[src/rtl/dma_repeat_engine.sv]
module dma_repeat_engine #(
  parameter int AW  = 24,
  parameter int IOW = 16,
  parameter int CW  = 8
) (
  input  logic          clk,
  input  logic          rst_n,
  input  logic          wr_en,
  input  logic [2:0]    wr_sel,
  input  logic [AW-1:0] wr_data,
  input  logic          xfer_done,
  output logic [AW-1:0] src_addr,
  output logic [AW-1:0] dst_addr,
  output logic          block_end
);
  localparam int HW = AW - IOW;

  logic [AW-1:0]  mem_q;
  logic [IOW-1:0] io_q;
  logic [CW-1:0]  hold_q, live_q;
  logic           en_q, dir_q, word_q, dec_q;

  logic          take, last;
  logic [AW-1:0] step, stepped, offset, io_addr;
  logic [CW:0]   span;

  assign take    = en_q & xfer_done;
  assign last    = (live_q == CW'(1));
  assign step    = word_q ? AW'(2) : AW'(1);
  assign stepped = dec_q ? mem_q - step : mem_q + step;
  assign span    = (hold_q == '0) ? {1'b1, {CW{1'b0}}} : {1'b0, hold_q};
  assign offset  = {{(AW-CW-1){1'b0}}, span} << word_q;
  assign io_addr = {{HW{1'b1}}, io_q};

  assign src_addr = dir_q ? io_addr : mem_q;
  assign dst_addr = dir_q ? mem_q : io_addr;

  always_ff @(posedge clk) begin
    if (!rst_n) begin
      mem_q     <= '0;
      io_q      <= '0;
      hold_q    <= '0;
      live_q    <= '0;
      en_q      <= 1'b0;
      dir_q     <= 1'b0;
      word_q    <= 1'b0;
      dec_q     <= 1'b0;
      block_end <= 1'b0;
    end else begin
      block_end <= take & last;
      if (take) begin
        if (last) begin
          live_q <= hold_q;
          mem_q  <= dec_q ? stepped + offset : stepped - offset;
        end else begin
          live_q <= live_q - CW'(1);
          mem_q  <= stepped;
        end
      end
      if (wr_en) begin
        if (wr_sel == 3'd4) begin
          en_q   <= wr_data[0];
          dir_q  <= wr_data[1];
          word_q <= wr_data[2];
          dec_q  <= wr_data[3];
        end else if (!en_q) begin
          case (wr_sel)
            3'd0:    mem_q  <= wr_data;
            3'd1:    io_q   <= wr_data[IOW-1:0];
            3'd2:    hold_q <= wr_data[CW-1:0];
            3'd3:    live_q <= wr_data[CW-1:0];
            default: ;
          endcase
        end
      end
    end
  end
endmodule

[config.mk]
export PLATFORM = sky130hd
export DESIGN_NAME = dma_repeat_engine
export DESIGN_NICKNAME = d
export VERILOG_FILES = /design/src/rtl/dma_repeat_engine.sv
export SDC_FILE = /design/constraint.sdc
export NUM_CORES = 1
export LEC_CHECK = 0
export ABC_AREA = 1
export CORE_MARGIN = 3
export CORE_UTILIZATION = 50
export CTS_CLUSTER_DIAMETER = 30
export DETAILED_ROUTE_END_ITERATION = 16
export PLACE_DENSITY = 0.81
export REMOVE_ABC_BUFFERS = 1
export SLEW_MARGIN = 10
export SYNTH_ARGS = -nofsm -noshare
export SYNTH_HDL_FRONTEND = slang
export SYNTH_SLANG_ARGS = --single-unit
[constraint.sdc]
create_clock -name clk -period 4.45 [get_ports clk]
set_clock_uncertainty 0.05 [all_clocks]
set_input_delay 0.6675 -clock clk [delete_from_list [all_inputs] [get_ports clk]]
set_output_delay 0.6675 -clock clk [all_outputs]
set_load 0.1 [all_outputs]
[Word level (Yosys, flattened, before mapping)]
Index checks and enable logic that the tools add are counted.
Word-level totals
  bits in registers: 61
  input bits: 31
  logic and storage cells: 47
Cells by class
  shifts and indexed selects: 1
  reductions and logical operators: 5
  add/sub/neg operators: 5
  eq/ne operators: 5
  multiplexer cells: 18
  bitwise logic cells: 4
Operator list (number)
  24-bit 2-to-1 mux: 10
  8-bit 2-to-1 mux: 6
  24-bit by 2-bit adder with 24-bit output: 1
  24-bit adder: 1
  9-bit by 1-bit << shifter with 24-bit output: 1
  24-bit by 2-bit subtractor with 24-bit output: 1
  24-bit subtractor: 1
  9-bit 2-to-1 mux: 1
  8-bit by 1-bit equality test with 1-bit output, second input constant: 1
  8-bit logical NOT: 1
  4-bit AND reduction: 2
  8-bit by 1-bit subtractor with 8-bit output, second input constant: 1
  3-bit by 2-bit equality test with 1-bit output, second input constant: 2
  3-bit by 1-bit equality test with 1-bit output, second input constant: 1
  3-bit equality test, second input constant: 1
  3-bit logical NOT: 1
  1-bit AND: 2
  2-bit 2-to-1 mux: 1
  1-bit inverter: 2
  2-bit AND reduction: 1

[Logic depth before layout (Yosys ltp)]
Gate-level depths: netlist of run 1.
  depth in word-level cells: 11
  gate-level depth with buffers: 28

[Worst setup path after synthesis of run 1]
OpenSTA, ideal clock, no wires.
  kind: register -> register
  start: register dec_q
  end: register mem_q[23]
  setup slack: 638 ps
  stages on the path, launching flop included: 26
  path buffers: 1
  setup time: 119 ps
  data required time: 4281 ps
  period minus slack after synthesis: 3812 ps
  data arrival time: 3642 ps
  path through: dfxtp_1 inv_1 clkbuf_1 nor2_1 inv_1 fa_1 nand3b_1 nand2_1 nand2_1 nand2_1 nand2_1 nand2_1 xor2_1 inv_1 ha_1 nand2_1 nor2_2 nand2_1 nor2_1 nand2_1 nand3_1 nand2_1 nand3_1 nand2_1 nand3_1 a21oi_1
Between the ends
  word-level cells in the longest chain between the ends: 9
RTL lines
  from (decl): RTL line 21  | logic en_q, dir_q, word_q, dec_q;
  from (signal assigned): RTL line 65  | dec_q <= wr_data[3];
  24-bit 2-to-1 mux: RTL line 30  | assign stepped = dec_q ? mem_q - step : mem_q + step;
  24-bit subtractor / 24-bit adder (equally long branches): RTL line 54  | mem_q <= dec_q ? stepped + offset : stepped - offset;
  24-bit 2-to-1 mux: RTL line 54
  24-bit 2-to-1 mux *: RTL line 52  | if (last) begin
  24-bit 2-to-1 mux *: RTL line 51  | if (take) begin
  24-bit 2-to-1 mux: RTL line 67  | case (wr_sel)
  24-bit 2-to-1 mux: RTL line 66  | end else if (!en_q) begin
  24-bit 2-to-1 mux: RTL line 61  | if (wr_sel == 3'd4) begin
  24-bit 2-to-1 mux *: RTL line 60  | if (wr_en) begin
  to (signal assigned): RTL line 54
  to (signal assigned): RTL line 57  | mem_q <= stepped;
  to (signal assigned): RTL line 68  | 3'd0: mem_q <= wr_data;
  to (decl): RTL line 18  | logic [AW-1:0] mem_q;
Mark *: on every way between the ends. The rest lies on a longest branch, timed or not.
A chain may end at the register's enable or synchronous reset.

[Worst setup path in the final report of run 1]
  start: register word_q
  end: register mem_q[23]
Between the ends
  word-level cells in the longest chain between the ends: 11
RTL lines
  from (decl): RTL line 21
  from (signal assigned): RTL line 64  | word_q <= wr_data[2];
  2-bit 2-to-1 mux: RTL line 29  | assign step = word_q ? AW'(2) : AW'(1);
  24-bit by 2-bit adder with 24-bit output / 24-bit by 2-bit subtractor with 24-bit output (equally long branches): RTL line 30
  24-bit 2-to-1 mux: RTL line 30
  24-bit subtractor / 24-bit adder (equally long branches): RTL line 54
  24-bit 2-to-1 mux: RTL line 54
  24-bit 2-to-1 mux *: RTL line 52
  24-bit 2-to-1 mux *: RTL line 51
  24-bit 2-to-1 mux: RTL line 67
  24-bit 2-to-1 mux: RTL line 66
  24-bit 2-to-1 mux: RTL line 61
  24-bit 2-to-1 mux *: RTL line 60
Marks and branches as above.

==> metrics.txt, run 1 <==
status=finished, final reports clean; Worst-Margin Slew=approximately 1.1 ns; first-pass GRT wire length=between 30000 and 40000 µm; endpoints failing hold=0; Area Growth Syn to Fin=16.69%; post-layout net count=approximately 1300; NetSw=948.6 µW; RSZ-0062 raised after global routing=false; most numerous cell in the Yosys netlist=nand2_1; fmax=~260 MHz; FF+latch count, synth=61; Critical Path Start=word_q; I/O pin total=80; switching share of power=0.4265; cells taking the most area after synthesis=dfxtp_1, nand2_1, o21ai_0; Site Rows=a little over 40; YS warnings=0; min cycle time layout=~3.8 ns; Yosys top cell area share=0.1874; via count=about 7400; routed wire length=19800 µm; CTS Buf Count=9; Setup-failing EPs final=0; core footprint=12670 µm²; Top FF cell, synth=dfxtp_1; Detailed Route Iter0 Violations=between 500 and 600; Max VDD drop=approximately 0.00021 V; final core utilization=0.6000; PD cells=roughly 290 nW/µm²; sequential element share of the synthesized area=0.1874; gr busiest metal=met2; leading cell types by count after synthesis=nand2_1, inv_1, o21ai_0; H-Tree Depth=3; Seq pwr share=0.264; Reg2Reg Depth=24; GRT Util Overall=0.2741; RR Endpoint=mem_q[23]; clk sink count=just over 60; Mapped Cells=1115; routed len/inst=around 15 µm; multi-input logic area=roughly 4500 µm²; Final GP Congestion=1.025; Worst R2R Setup Slack=slightly above 0.6 ns; CTS resizes=0; met3 Resource Use GR=0.04383; Post-Route Setup TNS=0 ns; Combinational Power Share=0.425; CP startpoint kind=flip-flop; Vias/cell=approximately 5.5; n_diodes=0; share of cells above drive strength 1=0.06774; Post-DP HPWL=roughly 15000 µm; hold wc startpoint=mem_q[0]; Worst Path Arrival=approximately 4.1 ns; met1 Usage GRT=0.3582; Critical Path End Type=flip-flop; maximum number of pins on one net before global-route repair=between 40 and 50; Setup Crit Path Kind=reg2reg; total grt overflow=0; initial antenna violation count=0; library cells used by synthesis=43; die span in x=~120 µm; global routing usage on met2=0.4485; Hold Path Class=reg2reg; clock share of power=0.311; number of global-route vias before repair=6652; FF+latch area=roughly 1200 µm²; Antenna Nets Post-Route=0; FF-to-FF Start=word_q; post-synthesis async set-or-reset flop share=0; Post-synth EDFFs=0; Hold Path End=mem_q[0]; # fillers=1273; Avg Inst Size Synth=5.843 µm²; Root Buffer=clkbuf_16; Tcrit/Tclk final=0.8598; drt pass-1 iters=5; die height=roughly 120 µm; Pleak=~0.0037 µW; die area=14440 µm²; CTS tree=yes; Initial Util=0.5142; Int Power=approximately 1300 µW; CP required=between 4 and 5 ns; # DRC=0; critical path peak fanout=19; # hold bufs at CTS=0; Max-cap violations=0; Max clock buf depth=2; slew margin rel.=0.2530; Slew Viols, Final=0; cell count of the worst hold path=2; IO Port Bufs=a little under 80; Worst-path clk slew=~0.060 ns; Cell Area, Synth=between 6000 and 7000 µm²; setup bufs post-CTS=0; Yosys top cell by area=dfxtp_1; later-pin clock latency in the skew report=between 0.3 and 0.4 ns
[power by group through the flow]
stage / Combinational, µW / Sequential [µW] / Clock, µW
detailed placement: 930 / 598 / 0
finish: 945 / 587 / 692
CTS: 935 / 587 / 700
floorplan: 705 / 598 / 0
global route: 1060 / 590 / 731
global placement: 924 / 598 / 0
[kinds of logic (layout without fill, tap and decap cells)]
| logic type | count (synthesis) | after routing | synth area share |
|---|---|---|---|
| xor gates and xnor gates | 28 | 28 | 0.03879 |
| and+or+nand+nor | 489 | 489 | 0.3196 |
| adders and majority gates | 51 | 51 | 0.1003 |
| DFF | 61 | 61 | 0.1874 |
| buffers and inverters | 189 | 255 | 0.1162 |
| AOI/OAI and AO/OA | 297 | 297 | 0.2378 |
[worst max-delay path by stage]
stage,slack (ns),endpoint,depth (start not counted)
2_1_floorplan,0.01,dst_addr[0],2
3_3_place_gp,0.55,mem_q[23],24
3_5_place_dp,0.48,mem_q[23],24
4_1_cts,0.44,mem_q[23],24
5_1_grt,0.22,mem_q[23],27
6_report,0.62,mem_q[23],24
[sequential cells by signal, summed over array words and instances, names as in the netlist, 8 cells and up]
| name | cells |
|---|---|
| mem_q | 24 |
| io_q | 16 |
| hold_q | 8 |
| live_q | 8 |
[metal layers]
layer / vias up / wire, µm
met4: 0 / 593
li1: 3805 / -
met3: 41 / 1335
met2: 251 / 9063
met1: 3280 / 8808
met5: - / 0
[final cells by class]
| cell class | count | area share |
|---|---|---|
| tap | 172 | 0.02831 |
| clock buffer | 11 | 0.03325 |
| multi-input combinational | 865 | 0.5968 |
| sequential | 61 | 0.1608 |
| inverter | 152 | 0.07505 |
| clock inverter | 5 | 0.004444 |
| timing repair buffer | 87 | 0.1014 |
[through the flow]
stage	instances	power (µW)	worst slack, ns	hold slack, ns	cell area [µm²]
2_1_floorplan	1078	1303	0.01466	0.4114	6329
5_1_grt	1353	2376	0.2222	0.4851	7602
3_3_place_gp	1337	1522	0.5466	0.4267	7315
4_1_cts	1353	2222	0.4403	0.4586	7601
6_report	1353	2224	0.6238	0.4601	7602
3_5_place_dp	1337	1529	0.4769	0.4464	7315
[critical path, cell delays in order, from the launching register on]
cell	delay [ns]
dfxtp_2	0.48
inv_1	0.14
ha_1	0.23
fa_1	0.40
nand3b_1	0.17
nand2_1	0.13
nand2_1	0.07
nand2_1	0.11
nand2_1	0.07
nand2_1	0.12
nand2_1	0.09
nand2_1	0.06
nand2_1	0.04
nand2_1	0.09
inv_1	0.05
ha_1	0.35
a21oi_1	0.21
nand2_1	0.12
a21oi_1	0.21
nand3_1	0.13
nand2_1	0.07
nand3_1	0.07
nand2_1	0.08
nand3_1	0.07
a21oi_1	0.16
[cells in the final DEF (no fill, tap or decap), types with 3 or more instances in the layout]
cell type,instances
nand3b_1,9
ha_1,49
nand3_1,69
a21oi_1,134
inv_2,4
o21bai_1,5
dfxtp_1,60
o211ai_1,5
inv_1,147
nor3_1,7
nor2_2,6
nand4_1,16
xor2_1,16
nand2_1,271
o21ai_0,138
clkdlybuf4s50_1,47
nor2_1,94
nand2_2,5
o21ai_1,3
buf_4,40
xnor2_1,11
clkbuf_16,9
Power figures use the tool's default switching activity.
==> inputs of run 2 (changes only) <==
- GPL_TIMING_DRIVEN: not set -> 0
- SKIP_LAST_GASP: not set -> 1
==> run 2 against run 1 <==
Sequential power hardly changed. Final area increased by 1.1%. Critical path depth is 21 lower. Largest cell class unchanged. Critical endpoint is now dst_addr[3]. Register-to-register slack worse by 0.25 ns. Setup slack worse by 0.34 ns.
==> metrics.txt, run 2 (same netlist as run 1, synthesis figures left out) <==
status=finished, final reports clean; initial antenna violation count=0; routed wire length=a little under 20000 µm; # hold bufs at CTS=0; die span in x=between 100 and 150 µm; Antenna Nets Post-Route=0; Tcrit/Tclk final=0.9361; Worst-Margin Slew=1.089 ns; Max VDD drop=between 0.0002 and 0.0003 V; post-layout net count=1255; PD cells=293.8 nW/µm²; met3 WL=a little under 1000 µm; Tot Pwr=between 2000 and 2500 µW; design area=~7700 µm²; CTS Buf Count=9; n_diodes=0; later-pin clock latency in the skew report=between 0.3 and 0.4 ns; endpoints failing hold=0; number of global-route vias before repair=roughly 6700; Detailed Route Iter0 Violations=slightly above 400; # fillers=between 1000 and 1500; routed len/inst=~15 µm; GRT Util Overall=0.2729; Hold Slack=about 0.46 ns; Max clock buf depth=2; Max-cap violations=0; first-pass GRT wire length=32120 µm; Root Buffer=clkbuf_16; Biggest register=mem_q; Area Growth Syn to Fin=18.01%; I/O pin total=80; min cycle time layout=4.166 ns; max layer used=met4; CP required=3.73 ns; Critical Path End Type=primary output; CP startpoint kind=flip-flop; RSZ-0062 raised after global routing=true; Finished Layout Cells=around 1400; Final GP Congestion=approximately 1; M1 wire length=around 8800 µm; most frequent cells in the layout=nand2_1, inv_1, o21ai_0; via count=between 7000 and 8000; Vias/cell=approximately 5.5; IO Port Bufs=79; CTS tree=yes; Setup-failing EPs final=0; # DRC=0; die area=about 14000 µm²; drt pass-1 iters=5; die height=roughly 120 µm; largest registers=mem_q: 24 flops, io_q: 16 flops; commonest non-fill, non-tap cell in the layout=nand2_1; Site Rows=a little over 40; Post-DP HPWL=15070 µm; share of cells above drive strength 1=0.04160; fmax=between 200 and 250 MHz; WL met2=~9200 µm; Inst Count DP=1329; Post-DP Area=roughly 7300 µm²; Pleak=approximately 0.0036 µW; core footprint=12670 µm²; Hold Path Class=reg2reg; Worst-path clk slew=~0.050 ns; clk sink count=about 60; Worst Path Arrival=between 3 and 4 ns; Initial Util=0.5142; Largest register FFs=24; total grt overflow=0; Slew Viols, Final=0; maximum number of pins on one net before global-route repair=60; slew margin rel.=0.2730; Setup Crit Path Kind=reg2out; H-Tree Depth=3; critical path peak fanout=between 40 and 50
[run 2: report_power, final]
part	leakage, µW	total [µW]	internal [µW]	switching [µW]
registers	0.000497	590	568	22.2
logic	0.00298	937	304	633
clock network	0.000142	732	450	282
total	0.00362	2260	1320	937
[run 2: final cells by class]
cell class | instances | area [µm²] | area share
inverter | 152 | 574.3 | 0.07469
tap | 172 | 215.2 | 0.02799
clock buffer | 11 | 242.7 | 0.03157
timing repair buffer | 84 | 830.8 | 0.1081
multi-input combinational | 865 | 4539 | 0.5904
clock inverter | 5 | 58.81 | 0.007648
sequential | 61 | 1227 | 0.1596
[run 2: stage by stage]
step,setup TNS [ns],util,worst slack (ns)
after detailed placement,-11.10,0.5785,-0.8512
final,0,0.6068,0.2842
after global placement,-9.622,0.5788,-0.7550
after floorplan,0,-,0.01466
after global routing,-0.002563,0.6068,-0.002563
after CTS,0,0.6026,0.04442
[run 2: repair_timing]
item | 4_1_cts | 5_1_grt
gates cloned | 0 | 0
gates resized for setup | 3 | 2
setup buffers | 0 | 5
setup endpoints to repair | 43 | 15
[run 2: metal layers]
layer  vias to the layer above  global-route usage
li1                       3799                   -
met1                      3308              0.3483
met2                       216              0.4605
met3                        38             0.04901
met4                         0             0.09807
met5                         -                   0
[run 2: path summary, 6_finish.rpt]
path / cells after the start / slack [ns] / start / endpoint
min reg2reg: 2 / 0.46 / mem_q[0] / mem_q[0]
max: 3 / 0.28 / dir_q / dst_addr[3]
max reg2reg: 23 / 0.37 / word_q / mem_q[23]
min: 2 / 0.46 / mem_q[0] / mem_q[0]
[run 2: worst max-delay path, stage by stage (launching register included)]
cell	delay [ns]
dfxtp_2	0.77
inv_1	0.70
o21ai_0	0.39
clkdlybuf4s50_1	1.19
==> inputs of run 3 (changes only) <==
- GPL_ROUTABILITY_DRIVEN: not set -> 0
==> run 3 against run 2 <==
Combinational power shrank 0.5%. Fmax is 3.1% higher. Critical path type unchanged. Via count is 0.22% higher. Largest power group unchanged. Final area down 0.13%. Clock-buffer cell count unchanged. Clock power shrank 7.5%. Sequential cell count did not move. First-iteration DRC count rose by 42%. Core utilization decreased by 0.079 points.
==> metrics.txt, run 3 (same netlist as run 1, synthesis figures left out) <==
slew margin rel.=0.3384; fin worst setup slack=about 0.41 ns; commonest non-fill, non-tap cell in the layout=nand2_1; first-pass GRT wire length=around 32000 µm; Worst-path clk slew=about 0.060 ns; Bufs and invs on worst path=2; Finished Layout Cells=1350; initial antenna violation count=0; n_diodes=0; total grt overflow=0; Hold Path Class=reg2reg; Critical Path, Cell by Cell=clkinvlp_4 > o21ai_0 > clkdlybuf4s50_1; H-Tree Depth=3; FF+latch area=between 1000 and 1500 µm²; Largest register FFs=24; core footprint=about 13000 µm²; Tot Pwr=approximately 2200 µW; post-layout net count=roughly 1300; CP required=3.73 ns; Critical Path End Type=primary output; min cycle time layout=4.041 ns; CTS tree=yes; # fillers=1225; Tcrit/Tclk final=0.9081; drt pass-1 iters=5; Slew Viols, Final=0; # DRC=0; later-pin clock latency in the skew report=around 0.35 ns; Pleak=between 0.003 and 0.004 µW; Crit-path slowest cell=clkdlybuf4s50_1; Biggest register=mem_q; GRT Util Overall=0.2669; Max clock buf depth=2; die area=roughly 14000 µm²; endpoints failing hold=0; delay-heaviest family, CP=buffers and inverters; Worst path max stage delay=1.17 ns; Max VDD drop=0.0002723 V; dpl ws=-0.7145 ns; fmax=around 250 MHz; Setup-failing EPs final=0; share of cells above drive strength 1=0.04414; Max-cap violations=0; routed len/inst=14.18 µm; Worst-Margin Slew=0.9893 ns; most frequent cells in the layout=nand2_1, inv_1, o21ai_0; PD cells=~290 nW/µm²; I/O pin total=80; CP startpoint kind=flip-flop; via count=roughly 7400; Post-DP HPWL=around 14000 µm; Worst Path Arrival=about 3.3 ns; Site Rows=a little over 40; IO Port Bufs=around 80; Vias/cell=roughly 5.5; die height=~120 µm; clk sink count=61; RSZ-0062 raised after global routing=false; routed wire length=roughly 19000 µm; multi-input logic area=roughly 4500 µm²; Detailed Route Iter0 Violations=approximately 590; Inst Count DP=1329; maximum number of pins on one net before global-route repair=60; Initial Util=0.5142; status=finished, final reports clean; Root Buffer=clkbuf_16; die span in x=roughly 120 µm; critical path peak fanout=42; Antenna Nets Post-Route=0; largest registers=mem_q: 24 flops, io_q: 16 flops; number of global-route vias before repair=~6700; CTS Buf Count=9; Area Growth Syn to Fin=17.86%; Setup Crit Path Kind=reg2out
run 3: area by class of cell:
class / instances / area share
Inverter: 152 / 0.07528
Sequential cell: 61 / 0.1599
Clock inverter: 5 / 0.004400
Timing Repair inverter: 1 / 0.0009777
Timing Repair Buffer: 83 / 0.1067
Clock buffer: 11 / 0.03292
Tap cell: 172 / 0.02803
Multi-Input combinational cell: 865 / 0.5918
run 3: worst reg2reg max path: stages (launching register included):
cell and delay, ns:
dfxtp_2 0.49, inv_1 0.17, ha_1 0.24, fa_1 0.41
nand3b_1 0.17, nand2_1 0.13, nand2_1 0.06, nand2_1 0.13
nand2_1 0.07, nand2_1 0.12, nand2_1 0.11, nand2_1 0.07
nand2_1 0.04, nand2_1 0.10, inv_1 0.06, ha_1 0.35
a21oi_1 0.20, nand2_1 0.10, a21oi_1 0.21, nand3_1 0.13
nand2_1 0.07, nand3_1 0.06, nand2_1 0.09, nand3_1 0.13
a21oi_1 0.18
run 3: timing repair:
action / in CTS / in global routing
resized for setup: 5 / 3
endpoints found under the setup margin: 43 / 13
gates cloned: 1 / 0
hold buffers: 0 / 0
setup buffers: 0 / 4
run 3: final timing paths:
check,from,endpoint,slack [ns],depth (start not counted)
max,dir_q,dst_addr[1],0.41,3
min,en_q,en_q,0.47,2
max reg2reg,word_q,mem_q[23],0.42,24
min reg2reg,en_q,en_q,0.47,2
run 3: power by group:
group,total [µW],switching (µW),internal [µW]
Combinational,932,629,304
Clock,677,271,406
Sequential,591,22.5,568
Total,2200,922,1280
run 3: per-stage QoR:
stage	hold slack (ns)	util	TNS, ns	cell area, µm²
after floorplan	0.4114	-	0	6329
after global placement	0.4244	0.5788	-8.251	7335
after detailed placement	0.4491	0.5785	-9.666	7330
after CTS	0.4574	0.6024	0	7632
after global routing	0.5049	0.6060	0	7679
final	0.4702	0.6060	0	7679
run 3: metal layers:
layer,vias to the layer above,routed length [µm],global-route usage
met5,-,0,0
li1,3790,-,-
met3,49,1099,0.05749
met2,229,8859,0.4412
met1,3309,8552,0.3362
met4,0,628,0.1110
